===== config.mk =====
export PLATFORM = sky130hd
export DESIGN_NAME = sched_mode_ctrl
export DESIGN_NICKNAME = d
export VERILOG_FILES = /design/src/rtl/sched_ctrl_pkg.sv /design/src/rtl/sched_mode_gate.sv /design/src/rtl/sched_tally.sv /design/src/rtl/sched_lat_table.sv /design/src/rtl/sched_mode_ctrl.sv
export SDC_FILE = /design/constraint.sdc
export NUM_CORES = 1
export LEC_CHECK = 0
export BUFFER_PORTS_ARGS = -buffer_cell sky130_fd_sc_hd__buf_2
export CORE_MARGIN = 1.5
export CORE_UTILIZATION = 45
export DETAILED_ROUTE_END_ITERATION = 8
export MAX_ROUTING_LAYER = met4
export PLACE_DENSITY = 0.72
export SYNTH_ARGS = -nofsm -noshare
export SYNTH_HDL_FRONTEND = slang
export SYNTH_SLANG_ARGS = --single-unit
export TNS_END_PERCENT = 100

===== constraint.sdc =====
create_clock -name clk -period 2.8 [get_ports clk]
set_input_delay 0.42 -clock clk [delete_from_list [all_inputs] [get_ports clk]]
set_output_delay 0.42 -clock clk [all_outputs]
set_load 0.02 [all_outputs]

===== src/rtl/sched_ctrl_pkg.sv =====
package sched_ctrl_pkg;
  typedef enum logic [1:0] {
    MODE_QUIET = 2'b00,
    MODE_RUN   = 2'b01,
    MODE_SOLO  = 2'b10,
    MODE_PROG  = 2'b11
  } sched_mode_e;
endpackage


===== src/rtl/sched_mode_gate.sv =====
module sched_mode_gate
  import sched_ctrl_pkg::*;
#(
  parameter int NUM_TASK = 2,
  parameter int TYPE_W   = 3,
  parameter int NUM_STN  = 4,
  parameter int SEL_W    = 2
) (
  input  sched_mode_e                    mode,
  input  logic [NUM_TASK*TYPE_W-1:0]     task_in,
  input  logic [SEL_W-1:0]               dbg_stn,
  output logic [NUM_TASK*TYPE_W-1:0]     task_out,
  output logic [NUM_STN-1:0]             inhibit,
  output logic                           flow_en,
  output logic                           prog_en
);
  assign flow_en  = (mode == MODE_RUN) || (mode == MODE_SOLO);
  assign prog_en  = (mode == MODE_PROG);
  assign task_out = flow_en ? task_in : '0;

  for (genvar i = 0; i < NUM_STN; i++) begin : g_inh
    assign inhibit[i] = (mode == MODE_SOLO) && (dbg_stn != SEL_W'(i));
  end
endmodule


===== src/rtl/sched_tally.sv =====
module sched_tally #(
  parameter int NUM_STN = 4,
  parameter int CNT_W   = 4
) (
  input  logic                       clk,
  input  logic                       rst,
  input  logic                       clear,
  input  logic                       en,
  input  logic [NUM_STN-1:0]         grant,
  output logic [CNT_W-1:0]           total,
  output logic [NUM_STN*CNT_W-1:0]   per_stn
);
  localparam int PC_W = $clog2(NUM_STN + 1);

  logic [PC_W-1:0] grant_sum;

  always_comb begin
    grant_sum = '0;
    for (int i = 0; i < NUM_STN; i++) grant_sum = grant_sum + PC_W'(grant[i]);
  end

  always_ff @(posedge clk) begin
    if (rst || clear)  total <= '0;
    else if (en)       total <= total + CNT_W'(grant_sum);
  end

  for (genvar i = 0; i < NUM_STN; i++) begin : g_stn
    always_ff @(posedge clk) begin
      if (rst || clear)         per_stn[i*CNT_W +: CNT_W] <= '0;
      else if (en && grant[i])  per_stn[i*CNT_W +: CNT_W] <= per_stn[i*CNT_W +: CNT_W] + 1'b1;
    end
  end

  AST_TALLY_HOLD: assert property (@(posedge clk) disable iff (rst)
    (!en && !clear) |=> $stable(total));
endmodule


===== src/rtl/sched_lat_table.sv =====
module sched_lat_table #(
  parameter int SEL_W  = 2,
  parameter int TYPE_W = 3,
  parameter int LAT_W  = 4
) (
  input  logic              clk,
  input  logic              wr_en,
  input  logic [SEL_W-1:0]  wr_stn,
  input  logic [TYPE_W-1:0] wr_type,
  input  logic [LAT_W-1:0]  wr_data,
  input  logic [SEL_W-1:0]  rd_stn,
  input  logic [TYPE_W-1:0] rd_type,
  output logic [LAT_W-1:0]  rd_data
);
  localparam int ADDR_W = SEL_W + TYPE_W;
  localparam int DEPTH  = 1 << ADDR_W;

  logic [LAT_W-1:0] mem [DEPTH];

  always_ff @(posedge clk) begin
    if (wr_en) mem[{wr_stn, wr_type}] <= wr_data;
    rd_data <= mem[{rd_stn, rd_type}];
  end
endmodule


===== src/rtl/sched_mode_ctrl.sv =====
module sched_mode_ctrl
  import sched_ctrl_pkg::*;
#(
  parameter int NUM_TASK = 2,
  parameter int TYPE_W   = 3,
  parameter int NUM_STN  = 4,
  parameter int CNT_W    = 4,
  parameter int LAT_W    = 4,
  localparam int SEL_W   = (NUM_STN > 1) ? $clog2(NUM_STN) : 1
) (
  input  logic                         clk,
  input  logic                         rst,
  input  logic [1:0]                   mode,
  input  logic [NUM_TASK*TYPE_W-1:0]   task_in,
  input  logic [SEL_W-1:0]             dbg_stn,
  input  logic [SEL_W-1:0]             prg_stn,
  input  logic [TYPE_W-1:0]            prg_type,
  input  logic [LAT_W-1:0]             prg_cycles,
  input  logic [NUM_STN-1:0]           stn_grant,
  input  logic [SEL_W-1:0]             lat_rd_stn,
  input  logic [TYPE_W-1:0]            lat_rd_type,
  output logic [NUM_TASK*TYPE_W-1:0]   task_to_alloc,
  output logic [NUM_STN-1:0]           stn_inhibit,
  output logic [LAT_W-1:0]             lat_rd_data,
  output logic [1:0]                   mode_ind,
  output logic                         flag_f,
  output logic [CNT_W-1:0]             total_cnt,
  output logic [NUM_STN*CNT_W-1:0]     stn_cnt
);
  localparam int CMP_W = $clog2(NUM_TASK + NUM_STN + 1) + 1;

  sched_mode_e mode_e;
  logic        flow_en, prog_en, wr_ok;
  logic [CMP_W-1:0] arrive_n, grant_n;

  assign mode_e = sched_mode_e'(mode);

  sched_mode_gate #(.NUM_TASK(NUM_TASK), .TYPE_W(TYPE_W), .NUM_STN(NUM_STN), .SEL_W(SEL_W)) u_gate (
    .mode(mode_e), .task_in(task_in), .dbg_stn(dbg_stn),
    .task_out(task_to_alloc), .inhibit(stn_inhibit), .flow_en(flow_en), .prog_en(prog_en)
  );

  sched_tally #(.NUM_STN(NUM_STN), .CNT_W(CNT_W)) u_tally (
    .clk(clk), .rst(rst), .clear(mode_e == MODE_QUIET), .en(flow_en),
    .grant(stn_grant), .total(total_cnt), .per_stn(stn_cnt)
  );

  assign wr_ok = prog_en && (prg_cycles != '0);

  sched_lat_table #(.SEL_W(SEL_W), .TYPE_W(TYPE_W), .LAT_W(LAT_W)) u_lat (
    .clk(clk), .wr_en(wr_ok), .wr_stn(prg_stn), .wr_type(prg_type), .wr_data(prg_cycles),
    .rd_stn(lat_rd_stn), .rd_type(lat_rd_type), .rd_data(lat_rd_data)
  );

  always_comb begin
    arrive_n = '0;
    for (int k = 0; k < NUM_TASK; k++)
      if (task_in[k*TYPE_W +: TYPE_W] != '0) arrive_n = arrive_n + CMP_W'(1);
    grant_n = '0;
    for (int i = 0; i < NUM_STN; i++) grant_n = grant_n + CMP_W'(stn_grant[i]);
  end

  always_ff @(posedge clk) begin
    if (rst) begin
      mode_ind <= 2'b00;
      flag_f   <= 1'b0;
    end else begin
      mode_ind <= mode;
      flag_f   <= (mode_e == MODE_RUN) && (arrive_n > grant_n);
    end
  end

  AST_MODE_ECHO: assert property (@(posedge clk) disable iff (rst)
    1'b1 |=> (mode_ind == $past(mode)));
  AST_QUIET_CLEAR: assert property (@(posedge clk) disable iff (rst)
    (mode == 2'b00) |=> (total_cnt == '0 && stn_cnt == '0 && !flag_f));
  AST_RUN_PASS: assert property (@(posedge clk) disable iff (rst)
    (mode == 2'b01) |-> (task_to_alloc == task_in && stn_inhibit == '0));
  AST_FLAG_RUN_ONLY: assert property (@(posedge clk) disable iff (rst)
    (mode != 2'b01) |=> !flag_f);
  AST_SOLO_ONE_LIVE: assert property (@(posedge clk) disable iff (rst)
    (mode == 2'b10) |-> ($countones(stn_inhibit) == NUM_STN - 1));
  AST_PROG_HOLD: assert property (@(posedge clk) disable iff (rst)
    (mode == 2'b11) |=> ($stable(total_cnt) && $stable(stn_cnt)));
endmodule


**After elaboration in Yosys (flattened, before gate mapping)**

Memory sizes are Yosys's and may differ from the RTL's. A register that Yosys moved wholly into a read port is not among the register bits.
Index checks and enable logic that the tools add are counted.
Widths: inputs -> output; s select.

- Memories kept: 1
- Logic and storage cells: 49
- Output and inout port bits: 37
- RAM bits: 128
- Bits of input ports: 30
- Register bits: 23

Memories:

| memory | depth | width | read ports | clocked after Yosys merged registers in | write ports | line | text |
|---|---|---|---|---|---|---|---|
| u_lat.mem | 32 | 4 | 1 | 1 | 1 | sched_lat_table.sv:18 | `logic [LAT_W-1:0] mem [DEPTH];` |

- Eq/ne operators: 6
- Mux-type cells: 5
- Reduce and logical (&&, ||, !) cells: 17
- Add/subtract/negate cells: 12
- $lt $le $gt $ge: 1

Operators with widths:

| kind | count |
|---|---|
| $add 4x1->4 const B | 5 |
| $logic_and 1x1->1 | 10 |
| $add 3x1->3 | 2 |
| $mux 6 | 1 |
| $reduce_bool 3->1 | 2 |
| $add 1x1->2 | 2 |
| $add 3x1->4 | 1 |
| $add 4x3->4 | 1 |
| $eq 2x2->1 const B | 2 |
| $gt 4x4->1 | 1 |
| $mux 4 | 1 |
| $ne 2x2->1 const B | 2 |
| $reduce_bool 4->1 | 1 |
| $add 2x1->3 | 1 |
| $mux 1 | 3 |
| $eq 2x1->1 const B | 1 |
| $logic_not 2->1 | 1 |
| $logic_or 1x1->1 | 2 |
| $ne 2x1->1 const B | 1 |
| $reduce_bool 2->1 | 1 |

**Depth between registers and ports, before layout**

Gate-level depths: netlist of the first run.

- Depth in word-level cells: 6
- Gate-level depth with buffers: 11
- Gate-level depth less buffers: 11

**By module**

From an unflattened synthesis of the first run, not the netlist that was laid out.

- Cell total of the unflattened synthesis: 367
- Area, all modules: 6,377.4 µm²

By module, submodules not included:

| module | area each (µm²) | cells an instance | sequential area each (µm²) | instances |
|---|---|---|---|---|
| sched_lat_table | 5,138.7 | 231 | 3,923.8 | 1 |
| sched_tally | 918.4 | 100 | 400.4 | 1 |
| sched_mode_ctrl | 216.5 | 21 | 60.1 | 1 |
| sched_mode_gate | 103.8 | 15 | 0.0 | 1 |

**Worst setup path after synthesis of the first run**

Ideal clock, no wire load.

- Kind: input to register
- From: input stn_grant[0]
- To: register flag_f
- Stages on the path: 8
- Setup slack: 0.346 ns
- Arrival time: 2.384 ns
- Buffers on the path: 0
- Setup time: 0.070 ns
- Required time: 2.730 ns
- Cell sequence: fa_1 > ha_1 > ha_1 > inv_1 > ha_1 > a21oi_1 > or4b_2 > a21oi_1

- Cells in the longest elaborated chain, start to end: 5

RTL lines:

| item | line | text |
|---|---|---|
| from (decl) | sched_mode_ctrl.sv:19 | `input logic [NUM_STN-1:0] stn_grant,` |
| $add 1x1->2 | sched_mode_ctrl.sv:60 | `for (int i = 0; i < NUM_STN; i++) grant_n = grant_n + CMP_W'(stn_grant[i]);` |
| $add 2x1->3 | sched_mode_ctrl.sv:60 |  |
| $add 3x1->4 | sched_mode_ctrl.sv:60 |  |
| $gt 4x4->1 | sched_mode_ctrl.sv:69 | `flag_f <= (mode_e == MODE_RUN) && (arrive_n > grant_n);` |
| $logic_and 1x1->1 | sched_mode_ctrl.sv:69 |  |
| to (signal assigned) | sched_mode_ctrl.sv:69 |  |
| to (decl) | sched_mode_ctrl.sv:26 | `output logic flag_f,` |

Every way passes these cells.
A chain may end at the register's enable or synchronous reset.

**Final worst setup path of the first run**

Ends and elaborated chain as after synthesis.

==> results of run 1 <==
worst max-delay path, stage by stage:
cell and delay, ns:
buf_2 0.15, fa_1 0.47, ha_1 0.19, ha_1 0.27, inv_1 0.04, ha_1 0.28
a21oi_1 0.06, or4b_2 0.60, a21oi_1 0.12
worst max-delay path by stage:
| stage | startpoint | to | slack, ns | cells past startpoint |
|---|---|---|---|---|
| floorplan | stn_grant[0] | flag_f | 0.35 | 8 |
| global placement | stn_grant[0] | flag_f | 0.16 | 9 |
| detailed placement | stn_grant[0] | flag_f | 0.12 | 9 |
| CTS | stn_grant[0] | flag_f | 0.56 | 9 |
| global route | stn_grant[0] | flag_f | 0.50 | 9 |
| finish | stn_grant[0] | flag_f | 0.55 | 9 |
layer usage:
| metal | GRT usage | up-vias | part of all wire |
|---|---|---|---|
| li1 | - | 1620 | - |
| met1 | 0.236 | 1802 | 0.42 |
| met2 | 0.304 | 141 | 0.49 |
| met3 | 0.0511 | 26 | 0.062 |
| met4 | 0.0858 | 0 | 0.023 |
| met5 | - | - | 0 |
flip-flops by register name (all words and copies together) (netlist names):
signal           flops
u_lat.mem          128
u_tally.per_stn     16
u_lat.rd_data        4
u_tally.total        4
mode_ind             2
flag_f               1
per-stage QoR:
stage                     hold slack (ns)  setup WS, ns
after floorplan                     0.487         0.346
after global placement              0.467         0.158
after detailed placement            0.480         0.117
after CTS                           0.182         0.563
after global routing                0.196         0.498
final                               0.195         0.552
area by class of cell:
type | count | area, um2
inverters | 16 | 60.1
repair buffers | 70 | 385
fillers | 1078 | 6380
clock inverters | 10 | 114
diodes | 1 | 2.50
clock buffers | 22 | 484
flip-flops and latches | 155 | 4380
multi-input cells | 198 | 1900
well taps | 180 | 225
logic make-up after synthesis:
group,synth area share
muxes,0.149
buffers and inverters,0.0224
AOI/OAI and AO/OA,0.0224
xor gates and xnor gates,0.0123
DFF,0.682
and+or+nand+nor,0.0683
adders and majority gates,0.0444
Yosys cell counts:
| master | instances |
|---|---|
| ha_1 | 18 |
| or4b_2 | 1 |
| mux2_2 | 4 |
| a21o_1 | 1 |
| clkbuf_1 | 5 |
| o21ai_0 | 5 |
| edfxtp_1 | 128 |
| nor2b_1 | 2 |
| a21boi_0 | 2 |
| dfxtp_1 | 27 |
| o21a_1 | 2 |
| nand2b_1 | 2 |
| inv_1 | 16 |
| nand3_1 | 14 |
| xor2_1 | 9 |
| buf_6 | 3 |
| or2_2 | 2 |
| fa_1 | 3 |
| and2_1 | 6 |
| or3_1 | 7 |
| nand2_1 | 15 |
| buf_2 | 1 |
| buf_1 | 7 |
| mux2i_1 | 1 |
| a211oi_1 | 1 |
| o41ai_1 | 1 |
| nor2_1 | 49 |
| mux4_2 | 40 |
| a21oi_1 | 13 |
power by group:
part | leakage [nW] | total (mW) | switching, mW | internal (mW)
clock | 0.297 | 2.30 | 0.889 | 1.41
sequential | 1.37 | 2.55 | 0.0186 | 2.53
combinational | 1.06 | 0.394 | 0.232 | 0.162
total | 2.73 | 5.24 | 1.14 | 4.10
==> run metrics, run 1 <==
Hold Fails Final Rpt 0; max cap viols 0; total detailed-routing wirelength 12800 um; Hold WC Path Type in2reg; final setup fails 0; Max Clock Skew 0.00654 ns; Layout Cells excl Fill 652; FF-to-FF Start u_lat.mem[22][2]; post-cts sizing count 0; CTS tree yes; status finished, final reports clean; Net Count, Synth 436; kind of critical path in2reg; maximum vdd ir drop 0.000443 V; worst reg2reg path depth 3; DP HPWL 8470 um; root buffer cell clkbuf_16; vias in the first global route 3668; Die Area 0.0150 mm2; R2R Setup Slk 0.99 ns; Startpoint Class primary input; top cell type by total area after synthesis edfxtp_1; CTS sink count 155; Die Y 123 um; Pwr Density 693 mW/mm2; Area Overhead vs Synth 17.5%; Hold Buf Count CTS 0; post-synth top area share 0.598; final core occ 0.542; gr usage total 0.193; Port Buffer Count 66; CORE AREA 0.0139 mm2; Post-DRT Antenna Nets 0; post-synthesis cell area 0.00643 mm2; RSZ-0062 raised after global routing false; register clock-pin slew on the reported worst setup and hold paths 0.06 ns; Cells after DPL 619; hold_sp rst; IO Pins 67; post-route cell area 0.00756 mm2; dpl cell area 0.00696 mm2; GPL Wtd Cong 0.782; global route total overflow 0; Fmax achieved 445 MHz; Seq cells post-synth 155; setup bufs post-CTS 0; worst-margin pin slew 0.600 ns; routed len/inst 19.6 um; data required time of the worst path 3.15 ns; Die X 123 um; largest cells by area after synthesis edfxtp_1 60%, mux4_2 14%, dfxtp_1 8.4%; Setup crit end kind flip-flop; layout cells sized above 1 0.314; Final period util 0.803; vias per inst 5.50; nets 509; hold path depth 2; Starting Density 0.462; first-pass GRT wire length 20100 um; worst flop-to-flop path endpoint u_lat.rd_data[2]; Remaining DRCs 0; setup TNS 0 ns; Max H-tree Level 4; antenna violations before repair 1; Worst Hold Path EP mode_ind[0]; sequential share of the synthesized area 0.682; Leak Pwr 2.73 nW; most common cell after layout, fill and taps aside edfxtp_1; Iter 0 DRT Violations 308; library cells used by synthesis 29; clock buffer depth 2; most frequent cells in the layout 128 x edfxtp_1, 66 x buf_2, 49 x nor2_1; Worst slew margin 0.600; clock buffer count from CTS 17; vias 3589; DRT Pass-1 Iters 4; Skew-Pair Late Insertion Delay 0.42 ns; Final Critical Period 2.25 ns; Syn Area/Cell 16.7 um2; Max FO, Critical Path 5; Syn Inst Count 385; max-slew violation count 0; Rows 43; largest net degree at the start of global routing 34; Critical Path AT 2.60 ns; post-layout power 5.24 mW; synth warn 0
Power figures use the tool's default switching activity.
==> run 2: changes to the inputs <==
==> constraint.sdc (replaced) <==
create_clock -name clk -period 2.1 [get_ports clk]
set_input_delay 0.315 -clock clk [delete_from_list [all_inputs] [get_ports clk]]
set_output_delay 0.315 -clock clk [all_outputs]
set_load 0.02 [all_outputs]
==> run 2 against run 1 <==
Against the previous run: setup slack got worse by 0.51 ns; sequential share of layout area down 1.8 points; combinational power is 46% higher; clock-buffer cell count rose by 2; first-iteration DRC count down 24%; clock skew down 0.0022 ns; critical path type unchanged; critical path depth stayed put; non-clock buffer count increased by 27; routed wire length rose by 0.13%; total power grew 33%; cell area up 3.2%.
==> run metrics, run 2 (synthesis gave the netlist of run 1 again) <==
layout cells sized above 1 0.355 (+0.0412); Largest Register u_lat.mem; Critical Path AT 2.41 ns (-0.19 ns); maximum vdd ir drop 0.000534 V (+21%); CORE AREA 0.0139 mm2 (unchanged); Port Buffer Count 66 (unchanged); Switching Power 1.46 mW (+28%); DP HPWL 9000 um (+6.3%); Leak Pwr 2.85 nW (+4.5%); Worst Hold Path EP mode_ind[0]; Iter 0 DRT Violations 235 (-24%); sw frac 0.209 (-0.00856); max cap viols 0 (unchanged); Final Critical Period 2.06 ns; Hold Buf Count CTS 0 (unchanged); Hold Fails Final Rpt 0 (unchanged); Logic pwr share 0.082 (+0.007); sequential power share 0.487 (about the same); global route total overflow 0 (unchanged); max reg flops 128 (unchanged); GPL Wtd Cong 0.788 (+0.81%); Max FO, Critical Path 3 (-2); largest registers u_lat.mem (128), u_tally.per_stn (16); Startpoint Class primary input; clock buffer depth 2 (unchanged); clock buffer count from CTS 17 (unchanged); data required time of the worst path 2.45 ns (-0.70 ns); Worst slew margin 0.496 (-0.104); Die Area 0.0150 mm2 (unchanged); Pwr Density 893 mW/mm2 (+29%); internal power 5.51 mW (+35%); largest net degree at the start of global routing 33 (-2.9%); Area Overhead vs Synth 21.3%; vias in the first global route 3707 (+1.1%); CTS tree yes; root buffer cell clkbuf_16; routed len/inst 18.9 um (-3.7%); Rows 43 (unchanged); post-cts sizing count 0 (unchanged); nets 536 (+5.3%); Hold WC Path Type in2reg; CTS sink count 155 (unchanged); busiest layer in global routing met2; Final period util 0.982; hold_sp rst; Clk pwr share 0.430 (-0.009); kind of critical path in2reg; final core occ 0.560 (+0.0176); worst-margin pin slew 0.746 ns (+0.147 ns); RSZ-0062 raised after global routing false; GR Util met2 0.304 (+0.000349); status finished, final reports clean; setup TNS 0 ns (unchanged); Starting Density 0.462 (unchanged); R2R Setup Slk 0.31 ns (-0.68 ns); Max H-tree Level 4 (unchanged); IO Pins 67 (unchanged); gr usage total 0.192 (-0.00131); grt met1 use 0.238 (+0.00162); max-slew violation count 0 (unchanged); met3 GRT Util 0.0530 (+0.00186); Max Clock Skew 0.00439 ns (-0.00215 ns); worst flop-to-flop path endpoint u_lat.rd_data[0]; total detailed-routing wirelength 12800 um (+0.13%); worst reg2reg path depth 3 (unchanged); Setup crit end kind flip-flop; Post-DRT Antenna Nets 0 (unchanged); Die X 123 um (unchanged); n_diodes 0 (-1); setup bufs post-CTS 0 (unchanged); Hold WS 0.101 ns (-0.0945 ns); hold path depth 2 (unchanged); Skew-Pair Late Insertion Delay 0.41 ns (about the same); register clock-pin slew on the reported worst setup and hold paths 0.06 ns (about the same); most frequent cells in the layout 128 x edfxtp_1, 66 x buf_2, 49 x nor2_1; final setup fails 0 (unchanged); Fmax achieved 485 MHz; vias 3647 (+1.6%); most common cell after layout, fill and taps aside edfxtp_1; first-pass GRT wire length 20000 um (-0.34%); FF-to-FF Start u_lat.mem[17][0]; antenna violations before repair 0 (-1); DRT Pass-1 Iters 4 (unchanged); Die Y 123 um (unchanged); vias per inst 5.38 (-2.3%); Remaining DRCs 0 (unchanged)
## run 2: changes by cell type in the layout (fill, tap and decap cells not counted), moves of 2 or more
cell,before,now
clkbuf_1,1,6
ha_4,0,3
clkbuf_8,4,1
clkinv_2,4,2
ha_1,18,14
inv_6,2,0
fa_1,3,1
inv_2,0,2
fa_2,0,2
inv_1,16,14
buf_4,2,28
## run 2: worst max path at each step
stage / start / end / slack [ns] / cells past startpoint
CTS: stn_grant[1] / flag_f / 0.06 / 9
floorplan: stn_grant[3] / flag_f / -0.13 / 8
finish: stn_grant[1] / flag_f / 0.04 / 9
global placement: stn_grant[1] / flag_f / -0.29 / 9
detailed placement: stn_grant[1] / flag_f / -0.37 / 9
global route: stn_grant[1] / flag_f / 0.006 / 9
## run 2: metrics by stage
step           power [mW]  cell area (um2)  cells  setup WS (ns)
5_1_grt              7.18             7800    678        0.00583
3_3_place_gp         4.02             7220    646         -0.290
4_1_cts              7.02             7800    678         0.0639
6_report             6.97             7800    678         0.0387
3_5_place_dp         4.04             7220    646         -0.370
2_1_floorplan        3.80             6480    385         -0.126
## run 2: layer usage
layer | vias to the layer above | share of wire
met5 | - | 0
met1 | 1816 | 0.43
met3 | 25 | 0.057
met4 | 0 | 0.019
li1 | 1667 | -
met2 | 139 | 0.50
## run 2: cell type report
class                      instances  area [um2]
sequential                       155        4380
fill                            1074        6130
inverter                          16        60.1
clock inverter                     8         120
timing repair buffer              97         601
tap                              180         225
clock buffer                      24         462
multi-input combinational        198        1950
## run 2: worst max-delay path: stages
cell and delay [ns]:
buf_2 0.14, fa_1 0.46, ha_2 0.22, ha_4 0.26, inv_1 0.04, ha_1 0.29, a21oi_1 0.08, or4b_4 0.48
a21oi_1 0.12
## run 2: power groups by stage
| stage | logic (mW) | registers (mW) | clock network, mW |
|---|---|---|---|
| 6_report | 0.574 | 3.40 | 3.00 |
| 3_5_place_dp | 0.578 | 3.46 | 0 |
| 2_1_floorplan | 0.312 | 3.49 | 0 |
| 4_1_cts | 0.582 | 3.40 | 3.04 |
| 5_1_grt | 0.630 | 3.40 | 3.15 |
| 3_3_place_gp | 0.559 | 3.46 | 0 |
==> run 3: changes to the inputs <==
--- a/config.mk
+++ b/config.mk
@@ -5,7 +5,7 @@
 export SDC_FILE = /design/constraint.sdc
 export NUM_CORES = 1
 export LEC_CHECK = 0
-export BUFFER_PORTS_ARGS = -buffer_cell sky130_fd_sc_hd__buf_2
+export BUFFER_PORTS_ARGS = -buffer_cell sky130_fd_sc_hd__buf_4
 export CORE_MARGIN = 1.5
 export CORE_UTILIZATION = 45
 export DETAILED_ROUTE_END_ITERATION = 8
==> run 3 against run 2 <==
Against the previous run: clock skew up 0.0021 ns; maximum frequency up 2.8%; core utilization up 1.2 points; hold slack worse by 0.022 ns; non-clock buffer count up 1; sequential power about the same; routed wire length down 0.80%; flip-flop and latch count unchanged; clock power down 4%; largest cell class unchanged; largest power group unchanged.
==> run metrics, run 3 (synthesis gave the netlist of run 1 again) <==
Iter 0 DRT Violations 253 (+7.7%); setup bufs post-CTS 0 (unchanged); CTS sink count 155 (unchanged); maximum vdd ir drop 0.000497 V (-7.0%); sequential power share 0.493 (+0.006); register clock-pin slew on the reported worst setup and hold paths 0.06 ns (about the same); final core occ 0.573 (+0.0125); kind of critical path in2reg; antenna violations before repair 0 (unchanged); nets 537 (+0.19%); RSZ-0062 raised after global routing false; clock buffer count from CTS 17 (unchanged); vias 3598 (-1.3%); max reg flops 128 (unchanged); Setup crit end kind flip-flop; Hold WC Path Type in2reg; internal power 5.39 mW (-2.1%); Switching Power 1.50 mW (+2.7%); most common cell after layout, fill and taps aside edfxtp_1; worst reg2reg path depth 3 (unchanged); sw frac 0.217 (+0.00804); Hold Buf Count CTS 0 (unchanged); Die Area 0.0150 mm2 (unchanged); Startpoint Class primary input; status finished, final reports clean; max cap viols 0 (unchanged); n_diodes 0 (unchanged); CP Capture Point flag_f; Largest Register u_lat.mem; Starting Density 0.462 (unchanged); IO Pins 67 (unchanged); Area Overhead vs Synth 24.0%; data required time of the worst path 2.45 ns (about the same); Remaining DRCs 0 (unchanged); CTS tree yes; largest net degree at the start of global routing 33 (unchanged); largest registers u_lat.mem (128), u_tally.per_stn (16); Die Y 123 um (unchanged); Pwr Density 864 mW/mm2 (-3.3%); max-slew violation count 0 (unchanged); Max Clock Skew 0.00652 ns (+0.00212 ns); Rows 43 (unchanged); fin worst setup slack 0.0940 ns (+0.0552 ns); CORE AREA 0.0139 mm2 (unchanged); gr usage total 0.190 (-0.00192); first-pass GRT wire length 19800 um (-0.96%); most frequent cells in the layout 128 x edfxtp_1, 93 x buf_4, 49 x nor2_1; Max H-tree Level 4 (unchanged); final setup fails 0 (unchanged); Crit. Startpoint stn_grant[1]; layout cells sized above 1 0.359 (+0.00330); R2R Setup Slk 0.33 ns (+0.02 ns); Final period util 0.955 (-0.0263); total detailed-routing wirelength 12700 um (-0.80%); vias in the first global route 3720 (+0.35%); post-cts sizing count 0 (unchanged); Port Buffer Count 66 (unchanged); Clk pwr share 0.417 (-0.013); multi-input logic area 0.00195 mm2 (unchanged); DRT Pass-1 Iters 4 (unchanged); setup TNS 0 ns (unchanged); GPL Wtd Cong 0.845 (+7.2%); Logic pwr share 0.090 (+0.008); Leak Pwr 2.89 nW (+1.3%); Fmax achieved 498 MHz (+2.8%); worst flop-to-flop path endpoint u_lat.rd_data[0]; Skew-Pair Late Insertion Delay 0.43 ns (+0.02 ns); Critical Path AT 2.36 ns (-0.05 ns); Hold Fails Final Rpt 0 (unchanged); Final Critical Period 2.01 ns (-0.0552 ns); FILL cells 1057 (-1.6%); worst-margin pin slew 0.577 ns (-0.170 ns); clock buffer depth 2 (unchanged); Die X 123 um (unchanged); global route total overflow 0 (unchanged); Setup Slack @ Placement -0.322 ns (+0.0479 ns); Reg area 0.00438 mm2 (unchanged); Post-DRT Antenna Nets 0 (unchanged); vias per inst 5.30 (-1.5%); DP HPWL 9110 um (+1.2%); root buffer cell clkbuf_16; FF-to-FF Start u_lat.mem[20][0]; Max FO, Critical Path 3 (unchanged); Worst slew margin 0.611 (+0.115); routed len/inst 18.7 um (-0.95%)
-- run 3: changes by cell type in the layout (fill, tap and decap cells not counted) --
| cell | delta |
|---|---|
| buf_2 | -66 |
| inv_6 | +1 |
| buf_4 | +65 |
| clkinvlp_4 | -1 |
| clkinv_4 | +2 |
| clkbuf_8 | -1 |
| clkinv_1 | +3 |
| buf_12 | +2 |
| clkinv_2 | +1 |
| clkbuf_1 | -4 |
| bufinv_16 | -1 |
-- run 3: routing by layer --
metal,share of wire,up-vias,track usage
li1,-,1666,-
met1,0.41,1786,0.237
met2,0.51,130,0.303
met3,0.070,16,0.0548
met4,0.010,0,0.0567
met5,0,-,-
-- run 3: power groups by stage --
| stage | registers [mW] | logic, mW | clock network, mW |
|---|---|---|---|
| 4_1_cts | 3.40 | 0.630 | 2.93 |
| 2_1_floorplan | 3.49 | 0.312 | 0 |
| 5_1_grt | 3.40 | 0.675 | 3.05 |
| 3_3_place_gp | 3.46 | 0.608 | 0 |
| 3_5_place_dp | 3.46 | 0.626 | 0 |
| 6_report | 3.40 | 0.619 | 2.87 |
-- run 3: worst max-delay path, stage by stage --
cell     delay, ns
buf_4         0.13
fa_1          0.46
ha_2          0.21
ha_4          0.25
inv_1         0.03
ha_1          0.28
a21oi_1       0.06
or4b_4        0.47
a21oi_1       0.14
-- run 3: area by class of cell --
type | instances | share of cell area
clock buffer | 19 | 0.0543
clock inverter | 13 | 0.0157
inverter | 16 | 0.00753
multi-input combinational | 198 | 0.245
sequential | 155 | 0.550
tap | 180 | 0.0282
timing repair buffer | 98 | 0.100
-- run 3: worst min-delay path by stage --
stage                        startpoint                   to  cells after the start
finish                              rst          mode_ind[1]                      2
global route                        rst          mode_ind[1]                      2
CTS                                 rst          mode_ind[1]                      2
detailed placement  u_tally.per_stn[13]  u_tally.per_stn[13]                      2
global placement     u_tally.per_stn[3]   u_tally.per_stn[3]                      2
floorplan                           rst          mode_ind[0]                      1
-- run 3: metrics by stage --
| step | std cells | power (mW) | hold slack (ns) | area [um2] |
|---|---|---|---|---|
| floorplan | 385 | 3.80 | 0.382 | 6480 |
| global placement | 647 | 4.07 | 0.479 | 7420 |
| detailed placement | 647 | 4.09 | 0.489 | 7420 |
| CTS | 679 | 6.95 | 0.0669 | 7980 |
| global route | 679 | 7.13 | 0.0682 | 7980 |
| finish | 679 | 6.89 | 0.0785 | 7980 |
